`src/rtl/clk_irq_pkg.sv`:
```
package clk_irq_pkg;
    localparam int NSRC = 3;

    typedef enum logic {
        SEL_STATUS = 1'b0,
        SEL_SUPPLY = 1'b1
    } reg_sel_e;

    typedef struct packed {
        logic periodic;
        logic alarm;
        logic update;
    } src_vec_t;

    function automatic logic any_pair(src_vec_t f, src_vec_t e);
        return |(f & e);
    endfunction
endpackage

```
`src/rtl/irq_src_flag.sv`:
```
module irq_src_flag (
    input  logic clk,
    input  logic rst,
    input  logic ev,
    input  logic clr,
    output logic flag
);
    always_ff @(posedge clk) begin
        if (rst)      flag <= 1'b0;
        else if (ev)  flag <= 1'b1;
        else if (clr) flag <= 1'b0;
    end

    p_set_r1:  assert property (@(posedge clk) disable iff (rst) ev |=> flag);
    p_hold_r2: assert property (@(posedge clk) disable iff (rst) (flag && !clr) |=> flag);
    p_clr_r5:  assert property (@(posedge clk) disable iff (rst) (clr && !ev) |=> !flag);
endmodule

```
`src/rtl/irq_summary.sv`:
```
module irq_summary
    import clk_irq_pkg::*;
(
    input  src_vec_t flags,
    input  src_vec_t enables,
    output logic     req,
    output logic     irq_n
);
    always_comb begin
        req   = any_pair(flags, enables);
        irq_n = ~req;
    end
endmodule

```
`src/rtl/irq_bus_port.sv`:
```
module irq_bus_port
    import clk_irq_pkg::*;
#(
    parameter int DW = 8
) (
    input  logic          clk,
    input  logic          rst,
    input  logic          rd,
    input  reg_sel_e      sel,
    input  logic          req,
    input  src_vec_t      flags,
    input  logic          supply_ok,
    output logic          clr,
    output logic [DW-1:0] rdata
);
    localparam int FLAG_HI = DW - 2;
    localparam int FLAG_LO = DW - 1 - NSRC;

    logic [DW-1:0] rd_byte;

    always_comb begin
        rd_byte = '0;
        if (sel == SEL_STATUS) begin
            rd_byte[DW-1]            = req;
            rd_byte[FLAG_HI:FLAG_LO] = flags;
        end else begin
            rd_byte[DW-1] = supply_ok;
        end
        clr = rd && (sel == SEL_STATUS);
    end

    always_ff @(posedge clk) begin
        if (rst)     rdata <= '0;
        else if (rd) rdata <= rd_byte;
    end

    p_low_zero_r7: assert property (@(posedge clk) disable iff (rst)
        (rd && sel == SEL_STATUS) |=> rdata[FLAG_LO-1:0] == '0);
    p_supply_r8:   assert property (@(posedge clk) disable iff (rst)
        (rd && sel == SEL_SUPPLY) |=> (rdata[DW-1] == $past(supply_ok)) && (rdata[DW-2:0] == '0));
    p_hold_r10:    assert property (@(posedge clk) disable iff (rst)
        !rd |=> $stable(rdata));
endmodule

```
`src/rtl/clk_irq_status.sv`:
```
module clk_irq_status
    import clk_irq_pkg::*;
#(
    parameter int DW = 8
) (
    input  logic          clk,
    input  logic          rst,
    input  logic          ev_periodic,
    input  logic          ev_alarm,
    input  logic          ev_update,
    input  logic          en_periodic,
    input  logic          en_alarm,
    input  logic          en_update,
    input  logic          supply_ok,
    input  logic          bus_rd,
    input  logic          bus_wr,
    input  logic          bus_sel,
    input  logic [DW-1:0] bus_wdata,
    output logic [DW-1:0] bus_rdata,
    output logic          irq_n
);
    src_vec_t ev, en, flags;
    logic     clr, req;
    reg_sel_e sel;

    assign ev  = '{periodic: ev_periodic, alarm: ev_alarm, update: ev_update};
    assign en  = '{periodic: en_periodic, alarm: en_alarm, update: en_update};
    assign sel = reg_sel_e'(bus_sel);

    for (genvar i = 0; i < NSRC; i++) begin : g_src
        irq_src_flag u_flag (
            .clk  (clk),
            .rst  (rst),
            .ev   (ev[i]),
            .clr  (clr),
            .flag (flags[i])
        );
    end

    irq_summary u_sum (
        .flags   (flags),
        .enables (en),
        .req     (req),
        .irq_n   (irq_n)
    );

    irq_bus_port #(.DW(DW)) u_bus (
        .clk       (clk),
        .rst       (rst),
        .rd        (bus_rd),
        .sel       (sel),
        .req       (req),
        .flags     (flags),
        .supply_ok (supply_ok),
        .clr       (clr),
        .rdata     (bus_rdata)
    );

    p_pin_r4: assert property (@(posedge clk) disable iff (rst)
        (|(flags & en)) == !irq_n);
    p_wr_r7:  assert property (@(posedge clk) disable iff (rst)
        (bus_wr && bus_wdata != '0 && !bus_rd && ev == '0) |=> flags == $past(flags));
    p_keep_r6: assert property (@(posedge clk) disable iff (rst)
        (clr && ev != '0) |=> (flags & $past(ev)) == $past(ev));
endmodule

```
`config.mk`:
```
export PLATFORM = sky130hd
export DESIGN_NAME = clk_irq_status
export DESIGN_NICKNAME = d
export VERILOG_FILES = /design/src/rtl/clk_irq_pkg.sv /design/src/rtl/irq_src_flag.sv /design/src/rtl/irq_summary.sv /design/src/rtl/irq_bus_port.sv /design/src/rtl/clk_irq_status.sv
export SDC_FILE = /design/constraint.sdc
export NUM_CORES = 1
export LEC_CHECK = 0
export CAP_MARGIN = 40
export CORE_AREA = 2 2 39 41
export CTS_CLUSTER_SIZE = 40
export DETAILED_ROUTE_END_ITERATION = 16
export DIE_AREA = 0 0 41 43
export PLACE_DENSITY = 0.65
export SYNTH_ARGS = -nofsm -noshare
export SYNTH_HDL_FRONTEND = slang
export SYNTH_SLANG_ARGS = --single-unit
```
`constraint.sdc`:
```
create_clock -name clk -period 1.1 [get_ports clk]
set_input_delay 0.165 -clock clk [delete_from_list [all_inputs] [get_ports clk]]
set_output_delay 0.165 -clock clk [all_outputs]
set_load 0.05 [all_outputs]
```
======== Yosys cells after proc, flatten, opt, wreduce, memory -nomap -nowiden ========
Index checks and enable logic that the tools add are counted.
word-level totals
  register bits ........................... 7
  latch bits .............................. 0
  bits in writable memories ............... 0
  bits in read-only memories .............. 0
  input port bits ......................... 20
  output and inout port bits .............. 9
  logic and storage cells ................. 18
  memories kept ........................... 0
operators by class
  add/sub/neg operators ................... 0
  multiply operators ...................... 0
  div/mod/pow operators ................... 0
  magnitude comparators ................... 0
  equality and inequality tests ........... 0
  shifts and indexed selects .............. 0
  multiplexer cells ....................... 6
  bitwise gates (word level) .............. 3
  reduce and logical (&&, ||, !) cells .... 5
operators with widths
  cell                number
  2-bit nonzero test  3
  1-bit 2-to-1 mux    5
  3-bit AND           1
  3-bit 2-to-1 mux    1
  3-bit OR reduction  1
  1-bit inverter      2
  1-bit logical AND   1

======== Longest topological paths before layout ========
Gate-level depths: netlist (run 1).
  depth in word-level cells ............... 4
  depth in mapped cells ................... 3
  mapped depth without buffers ............ 3

======== Hierarchy ========
A second synthesis (run 1) with hierarchy kept.
second synthesis, totals
  cell total of the unflattened synthesis .. 37
  area total of the unflattened synthesis .. 340.3 µm²
by module, submodules not included
  module        times used  cells an instance  area each (µm²)  seq. area each (µm²)
  irq_bus_port  1           23                 210.2            80.1
  irq_src_flag  3           4                  38.8             20.0
  irq_summary   1           2                  13.8             0.0

======== Worst setup path after synthesis (run 1) ========
No wires, ideal clock.
  kind .................................... register to register
  from .................................... reg g_src[0].u_flag.flag
  to ...................................... reg u_bus.rdata[7]
  library setup time ...................... 0.190 ns
  arrival time ............................ 1.862 ns
  data required time ...................... 0.910 ns
  path slack .............................. -0.952 ns
  stages on the path, launching flop included .. 3
  path buffers ............................ 0
  period minus slack after synthesis ...... 2.052 ns
  path through ............................ dfxtp_1 a222oi_1 o311ai_1
on the way
  word-level cells in the longest chain between the ends .. 3
ends and longest elaborated chain
  item                    line                source
  from (decl)             irq_src_flag.sv:6   output logic flag
  from (signal assigned)  irq_src_flag.sv:9   if (rst) flag <= 1'b0;
  from (signal assigned)  irq_src_flag.sv:10  else if (ev) flag <= 1'b1;
  from (signal assigned)  irq_src_flag.sv:11  else if (clr) flag <= 1'b0;
  3-bit AND               clk_irq_pkg.sv:16   return |(f & e);
  3-bit OR reduction      clk_irq_pkg.sv:16
  1-bit 2-to-1 mux        irq_bus_port.sv:23  if (sel == SEL_STATUS) begin
  to (signal assigned)    irq_bus_port.sv:34  else if (rd) rdata <= rd_byte;
  to (decl)               irq_bus_port.sv:14  output logic [DW-1:0] rdata
Every way passes these cells.
A chain may end at the register's enable or synchronous reset.

======== Final worst setup path (run 1) ========
  from .................................... reg g_src[0].u_flag.flag
  to ...................................... out irq_n
on the way
  word-level cells in the longest chain between the ends .. 3
ends and longest elaborated chain
  item                line                  source
  3-bit AND           clk_irq_pkg.sv:16
  3-bit OR reduction  clk_irq_pkg.sv:16
  1-bit inverter      irq_summary.sv:11     irq_n = ~req;
  to (decl)           clk_irq_status.sv:20  output logic irq_n
Every way passes these cells.

==> results.json, run 1 <==
{
  "status": "complete, but fails checks",
  "violations": "setup timing",
  "placementRows": 14,
  "die-area_mm2": 0.00176,
  "critPathRequiredTime_ps": 940,
  "p_leak_nw": 0.243,
  "vdd_drop_max_mv": 0.581,
  "synth.avg_cell_area_um2": 9.21,
  "drv_slew": 0,
  "worstHoldEndpoint": "u_bus.rdata[4]",
  "p_comb_frac": 0.281,
  "hp-class": "in2reg",
  "regArea_um2": 141,
  "avgViaCountPerCell": 3.99,
  "clockPowerShare": 0.328,
  "r2r_end": "u_bus.rdata[7]",
  "reg2reg_from": "g_src[0].u_flag.flag",
  "wire_per_inst_um": 9.16,
  "clockBufferDepth": 2,
  "grt_pass1_wl_mm": 1.12,
  "crit_arrival_ps": 1210,
  "numCtsBuffers": 3,
  "clock-root-buffer": "clkbuf_4",
  "ys_seq_area_frac": 0.461,
  "die_h_um": 43,
  "htreeDepth": 1,
  "diodes": 0,
  "drc": 0,
  "pwr_density_cell_mw_per_mm2": 1230,
  "dr_total_vias": 291,
  "drtIter0Drc": 2,
  "maxCapViolCount": 0,
  "fp.coreArea_mm2": 0.00138,
  "min_period_ps": 1370,
  "stdcell_area_um2": 582,
  "startpoint_type": "flop",
  "grt-ovfl-total": 0,
  "fmaxAchievable_mhz": 730,
  "hold_viol": 0,
  "seqPwrFrac": 0.391,
  "grt_max_degree": 8,
  "synthDistinctLibCells": 12,
  "min_path_cells": 3,
  "grt_setup_unrepaired": "yes",
  "criticalPathCategory": "reg2out",
  "switching_share": 0.288,
  "finalSetupTns_ps": -271,
  "skew_ps": 1.90,
  "clkSinkCount": 7,
  "cts_tree": "yes",
  "portBuffers": 15,
  "p_int_mw": 0.508,
  "cts_setup_buffers": 0,
  "endpoint_kind": "output port",
  "ant_nets": 0,
  "ys_warn_count": 0,
  "r2r_slack_ps": 70,
  "ioPinCount": 29,
  "hp-start": "bus_rd",
  "dr.pass1.iters": 4,
  "setup_viol": 1,
  "fin_crit_sh": 1.25,
  "clkLatencyLatePin_ps": 250,
  "multi_input_area_um2": 140,
  "layout_setup_ws_ps": -271,
  "synth_area_um2": 304,
  "dpl_cell_area_um2": 553,
  "grt_usage": 0.0985,
  "finalWeightedCongestion": 0.758,
  "grt_pass1_vias": 267,
  "area_growth_pct": 91.4,
  "power.switching_mw": 0.206,
  "die_w_um": 41,
  "worst-path-max-fanout": 2,
  "ys_ff_latch": 7,
  "fillCellCount": 142,
  "ff2ff_path_depth": 3,
  "final_net_count": 78,
  "synthCells": 33,
  "drive_gt1_frac": 0.281,
  "wl_um": 669,
  "path_clk_slew_ps": 50,
  "antenna_found_initial": 0,
  "start_util": 0.220
}
-- layer usage --
metal  track usage  share of wire
met5             0              0
met4        0.0600              0
met3        0.0471          0.075
met2         0.116           0.45
met1         0.139           0.48
-- power groups by stage --
stage / Sequential, mW / Combinational, mW / Clock [mW]
floorplan: 0.301 / 0.0834 / 0
global placement: 0.283 / 0.202 / 0
detailed placement: 0.284 / 0.203 / 0
CTS: 0.278 / 0.202 / 0.244
global route: 0.280 / 0.213 / 0.258
finish: 0.279 / 0.200 / 0.234
-- cells by family (layout without fill, tap and decap cells) --
kind of cell	after synthesis	count (layout)	synth area share
buffers and inverters	5	26	0.115
DFF	7	7	0.461
AOI/OAI and AO/OA	8	8	0.161
and+or+nand+nor	12	12	0.251
other	1	4	0.0123
-- state kept, by name, indices dropped and copies added (netlist names) --
name,cells
g_src.u_flag.flag,3
u_bus.rdata,4
-- final cells by class --
type                       count  share of cell area
tap                           16              0.0344
sequential                     7               0.243
multi-input combinational     24               0.241
clock buffer                   4              0.0452
timing repair buffer          22               0.437
-- critical path, cell delays in order (launching register included) --
cell      delay, ps
dfxtp_2         320
a222oi_1        320
buf_4           190
buf_12          130
-- cells in the mapped netlist --
| library cell | n | share of area |
|---|---|---|
| nand3b_1 | 3 | 0.074 |
| nand4b_1 | 1 | 0.029 |
| a21oi_1 | 6 | 0.099 |
| dfxtp_1 | 7 | 0.46 |
| a222oi_1 | 1 | 0.033 |
| conb_1 | 1 | 0.012 |
| nor2_1 | 3 | 0.037 |
| or3b_1 | 1 | 0.029 |
| o311ai_1 | 1 | 0.029 |
| buf_4 | 4 | 0.099 |
| nand2b_1 | 4 | 0.082 |
| buf_2 | 1 | 0.016 |
-- worst max-delay path by stage --
stage                         startpoint             end  slack, ps  cells past startpoint
floorplan           g_src[0].u_flag.flag  u_bus.rdata[7]       -890                      2
detailed placement             en_update           irq_n       -310                      4
finish              g_src[0].u_flag.flag           irq_n       -270                      3
global route        g_src[0].u_flag.flag           irq_n       -350                      3
global placement               en_update           irq_n       -270                      4
CTS                 g_src[0].u_flag.flag           irq_n       -280                      3
-- cells in the final DEF (no fill, tap or decap) --
cell	Yosys	final
buf_12	0	5
a21oi_1	6	6
conb_1	1	4
clkdlybuf4s50_1	0	8
nand2b_1	4	4
dfxtp_2	0	1
nor2_1	3	3
a222oi_1	1	1
dlymetal6s2s_1	0	1
o311ai_1	1	1
or3b_1	1	1
buf_4	4	7
clkbuf_4	0	3
clkbuf_1	0	1
dfxtp_1	7	6
dlygate4sd2_1	0	1
nand4b_1	1	1
nand3b_1	3	3
-- stage by stage --
stage                     cells  utilization  setup WS [ps]  hold WS, ps  power, mW
final                        73        0.420           -271          309      0.713
after global routing         73        0.420           -355          344      0.751
after CTS                    73        0.418           -276          501      0.724
after detailed placement     69        0.400           -305          493      0.487
after global placement       69        0.400           -273          488      0.485
after floorplan              36            -           -891          282      0.384
-- what timing repair did --
action,4_1_cts,5_1_grt
gates resized for setup,1,2
setup endpoints to repair,1,2
pin swaps,1,0
hold buffers,0,0
(Power assumes the default switching activity.)
==> run 2: changes to the inputs <==
--- a/config.mk
+++ b/config.mk
@@ -10,6 +10,7 @@
 export CTS_CLUSTER_SIZE = 40
 export DETAILED_ROUTE_END_ITERATION = 16
 export DIE_AREA = 0 0 41 43
+export HOLD_SLACK_MARGIN = 0.1
 export PLACE_DENSITY = 0.65
 export SYNTH_ARGS = -nofsm -noshare
 export SYNTH_HDL_FRONTEND = slang
==> results of run 2 <==
No change in the layout: final DEF, timing and power equal those of run 1.
